===== config.mk =====
export PLATFORM = sky130hd
export DESIGN_NAME = quad_phase_merger
export DESIGN_NICKNAME = d
export VERILOG_FILES = /design/src/rtl/qpm_pkg.sv /design/src/rtl/qpm_widen.sv /design/src/rtl/qpm_lead_sel.sv /design/src/rtl/qpm_group_chk.sv /design/src/rtl/quad_phase_merger.sv
export SDC_FILE = /design/constraint.sdc
export NUM_CORES = 1
export LEC_CHECK = 0
export BUFFER_PORTS_ARGS = -buffer_cell sky130_fd_sc_hd__buf_2
export CAP_MARGIN = 20
export CORE_MARGIN = 5
export CORE_UTILIZATION = 57
export CTS_CLUSTER_SIZE = 12
export DETAILED_ROUTE_END_ITERATION = 10
export PLACE_DENSITY_LB_ADDON = 0.1
export SLEW_MARGIN = 10
export SYNTH_ARGS = -nofsm -noshare
export SYNTH_HDL_FRONTEND = slang
export SYNTH_HIERARCHICAL = 1
export SYNTH_SLANG_ARGS = --single-unit

===== constraint.sdc =====
create_clock -name clk -period 3.4 [get_ports clk]
set_clock_uncertainty 0.2 [all_clocks]
set_input_delay 0.68 -clock clk [delete_from_list [all_inputs] [get_ports clk]]
set_output_delay 0.68 -clock clk [all_outputs]
set_load 0.05 [all_outputs]

===== src/rtl/qpm_pkg.sv =====
// Shared definitions for the four-phase sample merger.
// Assumes: phase slots are numbered in time order within one converter clock period.
package qpm_pkg;
    localparam int NUM_PHASES = 4;

    typedef enum logic [1:0] {
        PH_LEAD_RISE = 2'd0,
        PH_LAG_RISE  = 2'd1,
        PH_LEAD_FALL = 2'd2,
        PH_LAG_FALL  = 2'd3
    } phase_e;
endpackage


===== src/rtl/qpm_widen.sv =====
// Zero-extends a vector of PER_EDGE samples into lanes of LANE_W bits.
// Assumes: LANE_W > SAMP_W; sample k sits at bits [k*SAMP_W +: SAMP_W].
module qpm_widen #(
    parameter int PER_EDGE = 2,
    parameter int SAMP_W   = 12,
    parameter int LANE_W   = 16
) (
    input  logic [PER_EDGE*SAMP_W-1:0] samp_i,
    output logic [PER_EDGE*LANE_W-1:0] lane_o
);
    localparam int PAD_W = LANE_W - SAMP_W;

    for (genvar k = 0; k < PER_EDGE; k++) begin : g_lane
        // Sample k into the low bits of lane k, upper bits cleared.
        assign lane_o[k*LANE_W +: LANE_W] = {{PAD_W{1'b0}}, samp_i[k*SAMP_W +: SAMP_W]};
    end
endmodule


===== src/rtl/qpm_lead_sel.sv =====
// Chooses which converter supplies the leading phase slots.
// Assumes: swap_i is sampled together with the data it steers.
module qpm_lead_sel #(
    parameter int W = 32
) (
    input  logic         swap_i,
    input  logic [W-1:0] a_rise_i,
    input  logic [W-1:0] a_fall_i,
    input  logic [W-1:0] b_rise_i,
    input  logic [W-1:0] b_fall_i,
    output logic [W-1:0] lead_rise_o,
    output logic [W-1:0] lag_rise_o,
    output logic [W-1:0] lead_fall_o,
    output logic [W-1:0] lag_fall_o
);
    // Route converter A or B into the lead and lag slots.
    always_comb begin
        if (swap_i) begin
            lead_rise_o = b_rise_i;
            lag_rise_o  = a_rise_i;
            lead_fall_o = b_fall_i;
            lag_fall_o  = a_fall_i;
        end else begin
            lead_rise_o = a_rise_i;
            lag_rise_o  = b_rise_i;
            lead_fall_o = a_fall_i;
            lag_fall_o  = b_fall_i;
        end
    end
endmodule


===== src/rtl/qpm_group_chk.sv =====
// Decides whether the four sub-streams form a complete group and keeps a
// sticky flag for partial groups.
// Assumes: only reset clears the flag.
module qpm_group_chk #(
    parameter int N = 4
) (
    input  logic         clk,
    input  logic         rst_n,
    input  logic [N-1:0] vld_i,
    output logic         complete_o,
    output logic         misalign_o
);
    logic partial;

    // Classify the current cycle's valids.
    always_comb begin
        complete_o = &vld_i;
        partial    = (|vld_i) && !(&vld_i);
    end

    // Sticky capture of any partial group.
    always_ff @(posedge clk) begin
        if (!rst_n)       misalign_o <= 1'b0;
        else if (partial) misalign_o <= 1'b1;
    end
endmodule


===== src/rtl/quad_phase_merger.sv =====
// Merges four phase-staggered sub-streams (two dual-edge converters, clocks a
// quarter period apart) into one time-ordered word of zero-extended lanes.
// Assumes: inputs already in the clk domain; sample 0 of each vector is oldest.
module quad_phase_merger
    import qpm_pkg::*;
#(
    parameter int PER_EDGE = 2,
    parameter int SAMP_W   = 12,
    parameter int LANE_W   = 16
) (
    input  logic                           clk,
    input  logic                           rst_n,
    input  logic                           lead_swap,
    input  logic [PER_EDGE*SAMP_W-1:0]     a_rise_data,
    input  logic                           a_rise_vld,
    input  logic [PER_EDGE*SAMP_W-1:0]     a_fall_data,
    input  logic                           a_fall_vld,
    input  logic [PER_EDGE*SAMP_W-1:0]     b_rise_data,
    input  logic                           b_rise_vld,
    input  logic [PER_EDGE*SAMP_W-1:0]     b_fall_data,
    input  logic                           b_fall_vld,
    output logic [NUM_PHASES*PER_EDGE*LANE_W-1:0] out_data,
    output logic                           out_vld,
    output logic                           misalign
);
    localparam int VEC_W = PER_EDGE * LANE_W;
    localparam int OUT_W = NUM_PHASES * VEC_W;

    logic [VEC_W-1:0] a_rise_l, a_fall_l, b_rise_l, b_fall_l;
    logic [VEC_W-1:0] lead_rise, lag_rise, lead_fall, lag_fall;
    logic [OUT_W-1:0] merged;
    logic             complete;

    qpm_widen #(.PER_EDGE(PER_EDGE), .SAMP_W(SAMP_W), .LANE_W(LANE_W))
        u_wid_ar (.samp_i(a_rise_data), .lane_o(a_rise_l));
    qpm_widen #(.PER_EDGE(PER_EDGE), .SAMP_W(SAMP_W), .LANE_W(LANE_W))
        u_wid_af (.samp_i(a_fall_data), .lane_o(a_fall_l));
    qpm_widen #(.PER_EDGE(PER_EDGE), .SAMP_W(SAMP_W), .LANE_W(LANE_W))
        u_wid_br (.samp_i(b_rise_data), .lane_o(b_rise_l));
    qpm_widen #(.PER_EDGE(PER_EDGE), .SAMP_W(SAMP_W), .LANE_W(LANE_W))
        u_wid_bf (.samp_i(b_fall_data), .lane_o(b_fall_l));

    qpm_lead_sel #(.W(VEC_W)) u_sel (
        .swap_i     (lead_swap),
        .a_rise_i   (a_rise_l),
        .a_fall_i   (a_fall_l),
        .b_rise_i   (b_rise_l),
        .b_fall_i   (b_fall_l),
        .lead_rise_o(lead_rise),
        .lag_rise_o (lag_rise),
        .lead_fall_o(lead_fall),
        .lag_fall_o (lag_fall)
    );

    qpm_group_chk #(.N(NUM_PHASES)) u_grp (
        .clk       (clk),
        .rst_n     (rst_n),
        .vld_i     ({b_fall_vld, a_fall_vld, b_rise_vld, a_rise_vld}),
        .complete_o(complete),
        .misalign_o(misalign)
    );

    // Interleave: for each sample index, the four phases in time order.
    for (genvar k = 0; k < PER_EDGE; k++) begin : g_slot
        assign merged[(NUM_PHASES*k + int'(PH_LEAD_RISE))*LANE_W +: LANE_W] = lead_rise[k*LANE_W +: LANE_W];
        assign merged[(NUM_PHASES*k + int'(PH_LAG_RISE ))*LANE_W +: LANE_W] = lag_rise [k*LANE_W +: LANE_W];
        assign merged[(NUM_PHASES*k + int'(PH_LEAD_FALL))*LANE_W +: LANE_W] = lead_fall[k*LANE_W +: LANE_W];
        assign merged[(NUM_PHASES*k + int'(PH_LAG_FALL ))*LANE_W +: LANE_W] = lag_fall [k*LANE_W +: LANE_W];
    end

    // Output register: load complete groups only, flag them for one cycle.
    always_ff @(posedge clk) begin
        if (!rst_n) begin
            out_data <= '0;
            out_vld  <= 1'b0;
        end else begin
            out_vld <= complete;
            if (complete) out_data <= merged;
        end
    end
endmodule


# Word level (Yosys, flattened, before mapping)
# Index checks and enable logic that the tools add are counted.
# W data, S select, Z words.
[totals] reg_bits=130 out_inout_bits=130 in_bits=103 wordCells=11
[op_classes] reduce_logical=4 mux=4
[op_table] op="$mux W28" count=4
[op_table] op="$reduce_and A4 Y1" count=1
[op_table] op="$reduce_or A4 Y1" count=1
[op_table] op="$logic_and A1 B1 Y1" count=1
[op_table] op="$logic_not A1 Y1" count=1

# Logic depth before layout (Yosys ltp)
# Gate-level depths: netlist of the first run.
[depth] word_depth=3 depth_mapped=6 mapped_depth_nobuf=3

# Cells and area by module
# The synthesis of the first run kept the hierarchy.
[modules_own_cells] module="quad_phase_merger" instances=1 area_per_inst_um2=4986.0 seq_area_each_um2=2582.5 cells_each=415
[modules_own_cells] module="qpm_lead_sel" instances=1 area_per_inst_um2=1619.1 seq_area_each_um2=0.0 cells_each=142
[modules_own_cells] module="qpm_widen" instances=4 area_per_inst_um2=244.0 seq_area_each_um2=0.0 cells_each=33
[modules_own_cells] module="qpm_group_chk" instances=1 area_per_inst_um2=47.5 seq_area_each_um2=20.0 cells_each=5

# Worst setup path after synthesis of the first run
# Ideal clock, no wire load.
[synth_timing] path_kind="input to register" startpoint="input port a_fall_vld" endpoint="register out_data[100]" stages=6 setup_ns=0.117 t_arrival_ns=1.553 slack_ns=1.530 required_ns=3.083 path_buffers=3 path_cell_list="and4_2 > buf_4 > buf_12 > buf_12 > mux2i_1 > nor2b_1"
[synth_between] elab_chain_cells=1
[synth_rtl] item="start, declared" line_no="quad_phase_merger.sv:17" text="input logic a_fall_vld,"
[synth_rtl] item="$reduce_and A4 Y1" line_no="qpm_group_chk.sv:17" text="complete_o = &vld_i;"
[synth_rtl] item="end signal, assigned" line_no="quad_phase_merger.sv:78" text="if (complete) out_data <= merged;"
[synth_rtl] item="end, declared" line_no="quad_phase_merger.sv:22" text="output logic [NUM_PHASES*PER_EDGE*LANE_W-1:0] out_data,"
# No other way between the ends.
# A chain may end at the register's enable or synchronous reset.

# Final worst setup path of the first run
[layout_timing] startpoint="input port a_fall_vld" endpoint="register out_data[60]"
[layout_between] elab_chain_cells=1
[layout_rtl] item="$reduce_and A4 Y1" line_no="qpm_group_chk.sv:17"
[layout_rtl] item="named net complete" line_no="quad_phase_merger.sv:32" text="logic complete;"
# The timed path passes the listed nets, and every way through them passes these cells.

==> impl_metrics.tcl, run 1 <==
set metrics [dict create \
    maxCapViolCount 0 \
    clock_path_buffers 2 \
    r2r_setup_slack_ns 2.57 \
    globalRouteTotalUtil_pct 18.91 \
    final_cells 1000 \
    hold_viol 0 \
    areaGrowthSynthToFinish_pct 10.68 \
    ys_warn_count 6 \
    syn-instance-count 694 \
    grt_pass1_wl_um 24590 \
    p_int_uw 3130 \
    worstSetupEndpointType "flop" \
    wl_per_cell_um 14.89 \
    p_per_area_mw_per_mm2 483.8 \
    period_needed_ns 1.970 \
    fp.dieH_um 125.7 \
    placed_area_mm2 0.007795 \
    switchingPower_uw 955.2 \
    rows 42 \
    cp_slowest_stage_delay_ns 0.63 \
    place_inst 968 \
    die_area_mm2 0.01580 \
    cp_top_family "simple AND/OR/NAND/NOR gates" \
    initial_core_util_pct 57.84 \
    gr-total-overflow 0 \
    grt_setup_unrepaired "false" \
    nets 914 \
    antenna_found_initial 0 \
    syn_avg_cell_area_um2 10.99 \
    reg2regPathDepth 2 \
    yosys.cell_types.count 17 \
    outcome "finished clean" \
    path_buf_inv 2 \
    path_class "input pin to flop" \
    r2r-end "out_data[89]" \
    maxSlewViolCount 0 \
    ant_nets 0 \
    vias_per_cell 4.833 \
    min_path_type "flop to flop" \
    postCtsHoldBufs 0 \
    fin_area_mm2 0.008443 \
    gp_congestion 0.7884 \
    clk_latency_ns 0.41 \
    setup_viol 0 \
    slew_headroom_pct 60.66 \
    core_mm2 0.01319 \
    cpMaxStageDelayCell "and4_4" \
    fillerInstances 1088 \
    holdPathStages 1 \
    fp.dieW_um 125.7 \
    htreeDepth 4 \
    leakagePower_uw 0.003539 \
    cts-root-buf "clkbuf_16" \
    yosysTopAreaCell "dfxtp_1" \
    post-cts-setup-buffer-count 0 \
    pwr-share-clk_pct 47.9 \
    clock-sinks 130 \
    worstPathMaxFanout 37 \
    hpwl_um 10720 \
    synth_sequential_area_ratio_pct 34.12 \
    synth_seq_cells 130 \
    r2r-start "out_data[89]" \
    grt_pass1_vias 5139 \
    io_pins 233 \
    diodes 0 \
    clock.fmax_ghz 0.5075 \
    p_seq_share_pct 38.6 \
    worstPathCellList "buf_2 -> and4_4 -> buf_12 -> mux2i_1 -> nor2b_1" \
    arrival_ns 2.07 \
    firstDrtPassIters 4 \
    netlist_top_cells_area "dfxtp_1 (34%), mux2_2 (19%), mux2i_1 (17%)" \
    ir_worst_vdd_v 0.0002665 \
    tns_ns 0 \
    min-delay-start "u_grp/misalign_o" \
    layout-drive-gt1-share_pct 48.67 \
    grt_max_degree 114 \
    p_sw_share_pct 23.38 \
    path_clk_slew_ns 0.06 \
    cp.required_ns 3.50 \
    post-route-drc-count 0 \
    fin_crit_sh_pct 57.95 \
    drt_wl_total_um 14890 \
    postCtsResizedCells 0 \
    port_buffers 232 \
    drt_iter0_drc 149 \
    startpoint_type "input pin" \
    cts_buffers 17 \
    syn_area_mm2 0.007629 \
    synth_top_cell_area_share_pct 34.12 \
    cts_tree "done" \
    power_frac_comb_pct 13.5 \
    max_slew.worst_pin.slew_ns 0.5901 \
    num_vias 4833 \
    hold_path_end "u_grp/misalign_o" \
]
synthesized netlist by cell type:
library cell / count
dfxtp_1: 130
mux2_2: 128
clkbuf_1: 13
buf_2: 1
nor2_1: 1
and2_1: 1
buf_6: 7
mux2i_1: 128
nor4_1: 1
o21a_1: 1
buf_4: 130
nor2b_1: 128
conb_1: 4
and4_2: 1
buf_12: 11
clkbuf_8: 8
buf_8: 1
power by group through the flow:
stage	logic, uW	registers [uW]	clock network, uW
finish	551	1580	1960
global route	595	1580	2070
CTS	552	1580	2000
detailed placement	550	1610	0
global placement	539	1610	0
floorplan	414	1730	0
cell families (layout without fill, tap and decap cells):
logic type | Yosys count | after routing | synth area share, %
compound gates | 1 | 1 | 0.09845
buf+inv | 171 | 273 | 19.06
flops | 130 | 130 | 34.12
simple gates | 132 | 132 | 10.84
other cells | 4 | 32 | 0.1968
mux | 256 | 256 | 35.69
through the flow:
step	setup WS, ns	total power (uW)	hold slack [ns]	utilization, %
after floorplan	1.530	2147	0.5430	-
after detailed placement	1.007	2159	0.2664	59.10
final	1.430	4085	0.2804	64.01
after global placement	1.057	2148	0.2475	59.10
after global routing	1.337	4248	0.3198	64.01
after CTS	1.446	4134	0.2821	64.01
per-layer routing:
metal | track usage [%] | share of wire (%)
met1 | 21.98 | 42
met2 | 30.93 | 47
met3 | 8.002 | 9.4
met4 | 7.462 | 2.3
met5 | 0 | 0
cell usage in the layout, fill, tap and decap left out, types with 3 or more instances in the layout:
cell	n
buf_12	5
buf_2	231
buf_4	5
bufinv_16	4
clkbuf_16	17
clkbuf_8	5
clkinv_2	3
conb_1	32
dfxtp_1	130
mux2_2	128
mux2i_1	128
nor2b_1	128
final cells by class:
class	instances	area, um2	area share [%]
multi-input cells	421	3679	43.57
flip-flops and latches	130	2603	30.82
clock buffers	23	498.0	5.898
clock inverters	9	150.1	1.778
repair buffers	241	1294	15.32
well taps	176	220.2	2.608
worst max-delay path by stage:
stage / startpoint / to / slack [ns] / cells past startpoint
3_3_place_gp: a_fall_vld / out_data[105] / 1.06 / 5
5_1_grt: a_fall_vld / out_data[43] / 1.34 / 5
2_1_floorplan: a_fall_vld / out_data[100] / 1.53 / 6
6_report: a_fall_vld / out_data[60] / 1.43 / 5
4_1_cts: a_fall_vld / out_data[103] / 1.45 / 5
3_5_place_dp: a_fall_vld / out_data[41] / 1.01 / 5
registers in the layout (all words and copies together) (netlist names):
register,count
out_data,128
out_vld,1
u_grp/misalign_o,1
worst register-to-register path: stages (launching register included):
cell and delay (ns):
dfxtp_1 0.31, mux2i_1 0.16, nor2b_1 0.06
(Power assumes the default switching activity.)
==> run 2, diff against run 1 <==
Settings changed: CORE_UTILIZATION 57 to 48.
Clock period 3.4 ns to 1.7 ns, I/O delays scaled along.
==> run 2 against run 1 <==
  * Final cell count increased by 4.7%
  * Routed wire length increased by 5.1%
  * Highest routed layer is now met5
  * Sequential cell count unchanged
  * Sequential power increased by 100%
  * Largest power group unchanged
  * Critical endpoint is now out_data[66]
  * Setup slack got worse by 1.3 ns
==> impl_metrics.tcl, run 2 (synthesis gave the netlist of run 1 again) <==
set metrics [dict create \
    leakagePower_uw 0.003586 \
    worstPathMaxFanout 2 \
    vias_per_cell 4.637 \
    period_needed_ns 1.579 \
    cpMaxStageDelayCell "dfxtp_1" \
    arrival_ns 1.04 \
    p_sw_share_pct 24.21 \
    pre_cts_ws_ns 0.04409 \
    drt_wl_total_um 15640 \
    areaGrowthSynthToFinish_pct 12.73 \
    worstPathCellList "buf_2" \
    place_inst 1015 \
    p_seq_share_pct 39.3 \
    p_per_area_mw_per_mm2 933.9 \
    drt_iter0_drc 124 \
    ir_worst_vdd_v 0.0006366 \
    diodes 0 \
    grt_pass1_wl_um 25390 \
    path_class "flop to output pin" \
    port_buffers 232 \
    gr-total-overflow 0 \
    largest_reg_flops 128 \
    layout_common_cells "buf_2 (231), dfxtp_1 (130), mux2i_1 (128), nor2b_1 (128), mux2_2 (128)" \
    die_area_mm2 0.01851 \
    cts_buffers 17 \
    clock_path_buffers 2 \
    globalRouteTotalUtil_pct 17.10 \
    min_path_type "input pin to flop" \
    postCtsHoldBufs 0 \
    initial_core_util_pct 48.55 \
    cp.required_ns 1.16 \
    path_clk_slew_ns 0.05 \
    clk_latency_ns 0.41 \
    regMostFlops "out_data" \
    ant_nets 0 \
    cp_top_family "flip-flops" \
    worstSetupEndpointType "output pin" \
    cp_slowest_stage_delay_ns 0.34 \
    layout-drive-gt1-share_pct 49.10 \
    clock.fmax_ghz 0.6334 \
    hold_viol 0 \
    post-route-drc-count 0 \
    finalWorstSetupSlack_ns 0.1213 \
    fin_crit_sh_pct 92.87 \
    maxCapViolCount 0 \
    core_mm2 0.01571 \
    fp.dieH_um 136.1 \
    final_common_cell "buf_2" \
    path_buf_inv 1 \
    postCtsResizedCells 0 \
    clock-sinks 130 \
    rows 46 \
    outcome "finished clean" \
    grt_pass1_vias 5130 \
    hpwl_um 11520 \
    gp_congestion 0.7563 \
    grt_setup_unrepaired "false" \
    nets 921 \
    antenna_found_initial 1 \
    io_pins 233 \
    startpoint_type "flop" \
    pwr-share-clk_pct 46.7 \
    p_int_uw 6086 \
    top_regs "out_data x128, out_vld x1, u_grp/misalign_o x1" \
    num_vias 4855 \
    htreeDepth 4 \
    tns_ns 0 \
    power_frac_comb_pct 14.0 \
    grt_max_degree 131 \
    maxSlewViolCount 0 \
    multi_input_area_mm2 0.003679 \
    setup_viol 0 \
    firstDrtPassIters 4 \
    final_cells 1047 \
    fillerInstances 1406 \
    register_area_mm2 0.002603 \
    switchingPower_uw 1944 \
    cts_tree "done" \
    cts-root-buf "clkbuf_16" \
    post-cts-setup-buffer-count 0 \
    wl_per_cell_um 14.94 \
    fp.dieW_um 136.1 \
]
run 2: layer usage:
metal	global-route usage (%)	routed length (um)	vias to the layer above
met5	0	20	-
met4	6.831	403	2
met3	6.921	1334	31
met2	28.87	7640	152
met1	19.21	6245	2241
li1	-	-	2429
run 2: area by class of cell:
cell class | count | area share, %
multi-input combinational | 421 | 42.78
sequential | 130 | 30.26
timing repair buffer | 248 | 16.67
clock buffer | 22 | 5.631
tap | 216 | 3.143
clock inverter | 10 | 1.513
run 2: power groups by stage:
stage / combinational [uW] / clock [uW] / sequential [uW]
6_report: 1120 / 3750 / 3160
5_1_grt: 1220 / 3990 / 3160
4_1_cts: 1130 / 3850 / 3160
3_5_place_dp: 1130 / 0 / 3220
3_3_place_gp: 1110 / 0 / 3220
2_1_floorplan: 828 / 0 / 3470
run 2: final timing paths:
kind,start,endpoint,slack (ns),depth (start not counted)
min reg2reg,u_grp/misalign_o,u_grp/misalign_o,0.28,1
max,out_data[66],out_data[66],0.12,1
max reg2reg,out_data[79],out_data[79],0.86,2
min,a_fall_vld,u_grp/misalign_o,0.09,4
run 2: per-stage QoR:
| stage | hold WS [ns] | cell area, um2 | total power [uW] | utilization, % |
|---|---|---|---|---|
| global route | 0.08966 | 8600 | 8367 | 54.73 |
| detailed placement | 0.2646 | 7985 | 4347 | 50.82 |
| finish | 0.08754 | 8600 | 8031 | 54.73 |
| floorplan | 0.2575 | 7734 | 4294 | - |
| global placement | 0.2527 | 7985 | 4328 | 50.82 |
| CTS | 0.06841 | 8600 | 8131 | 54.73 |
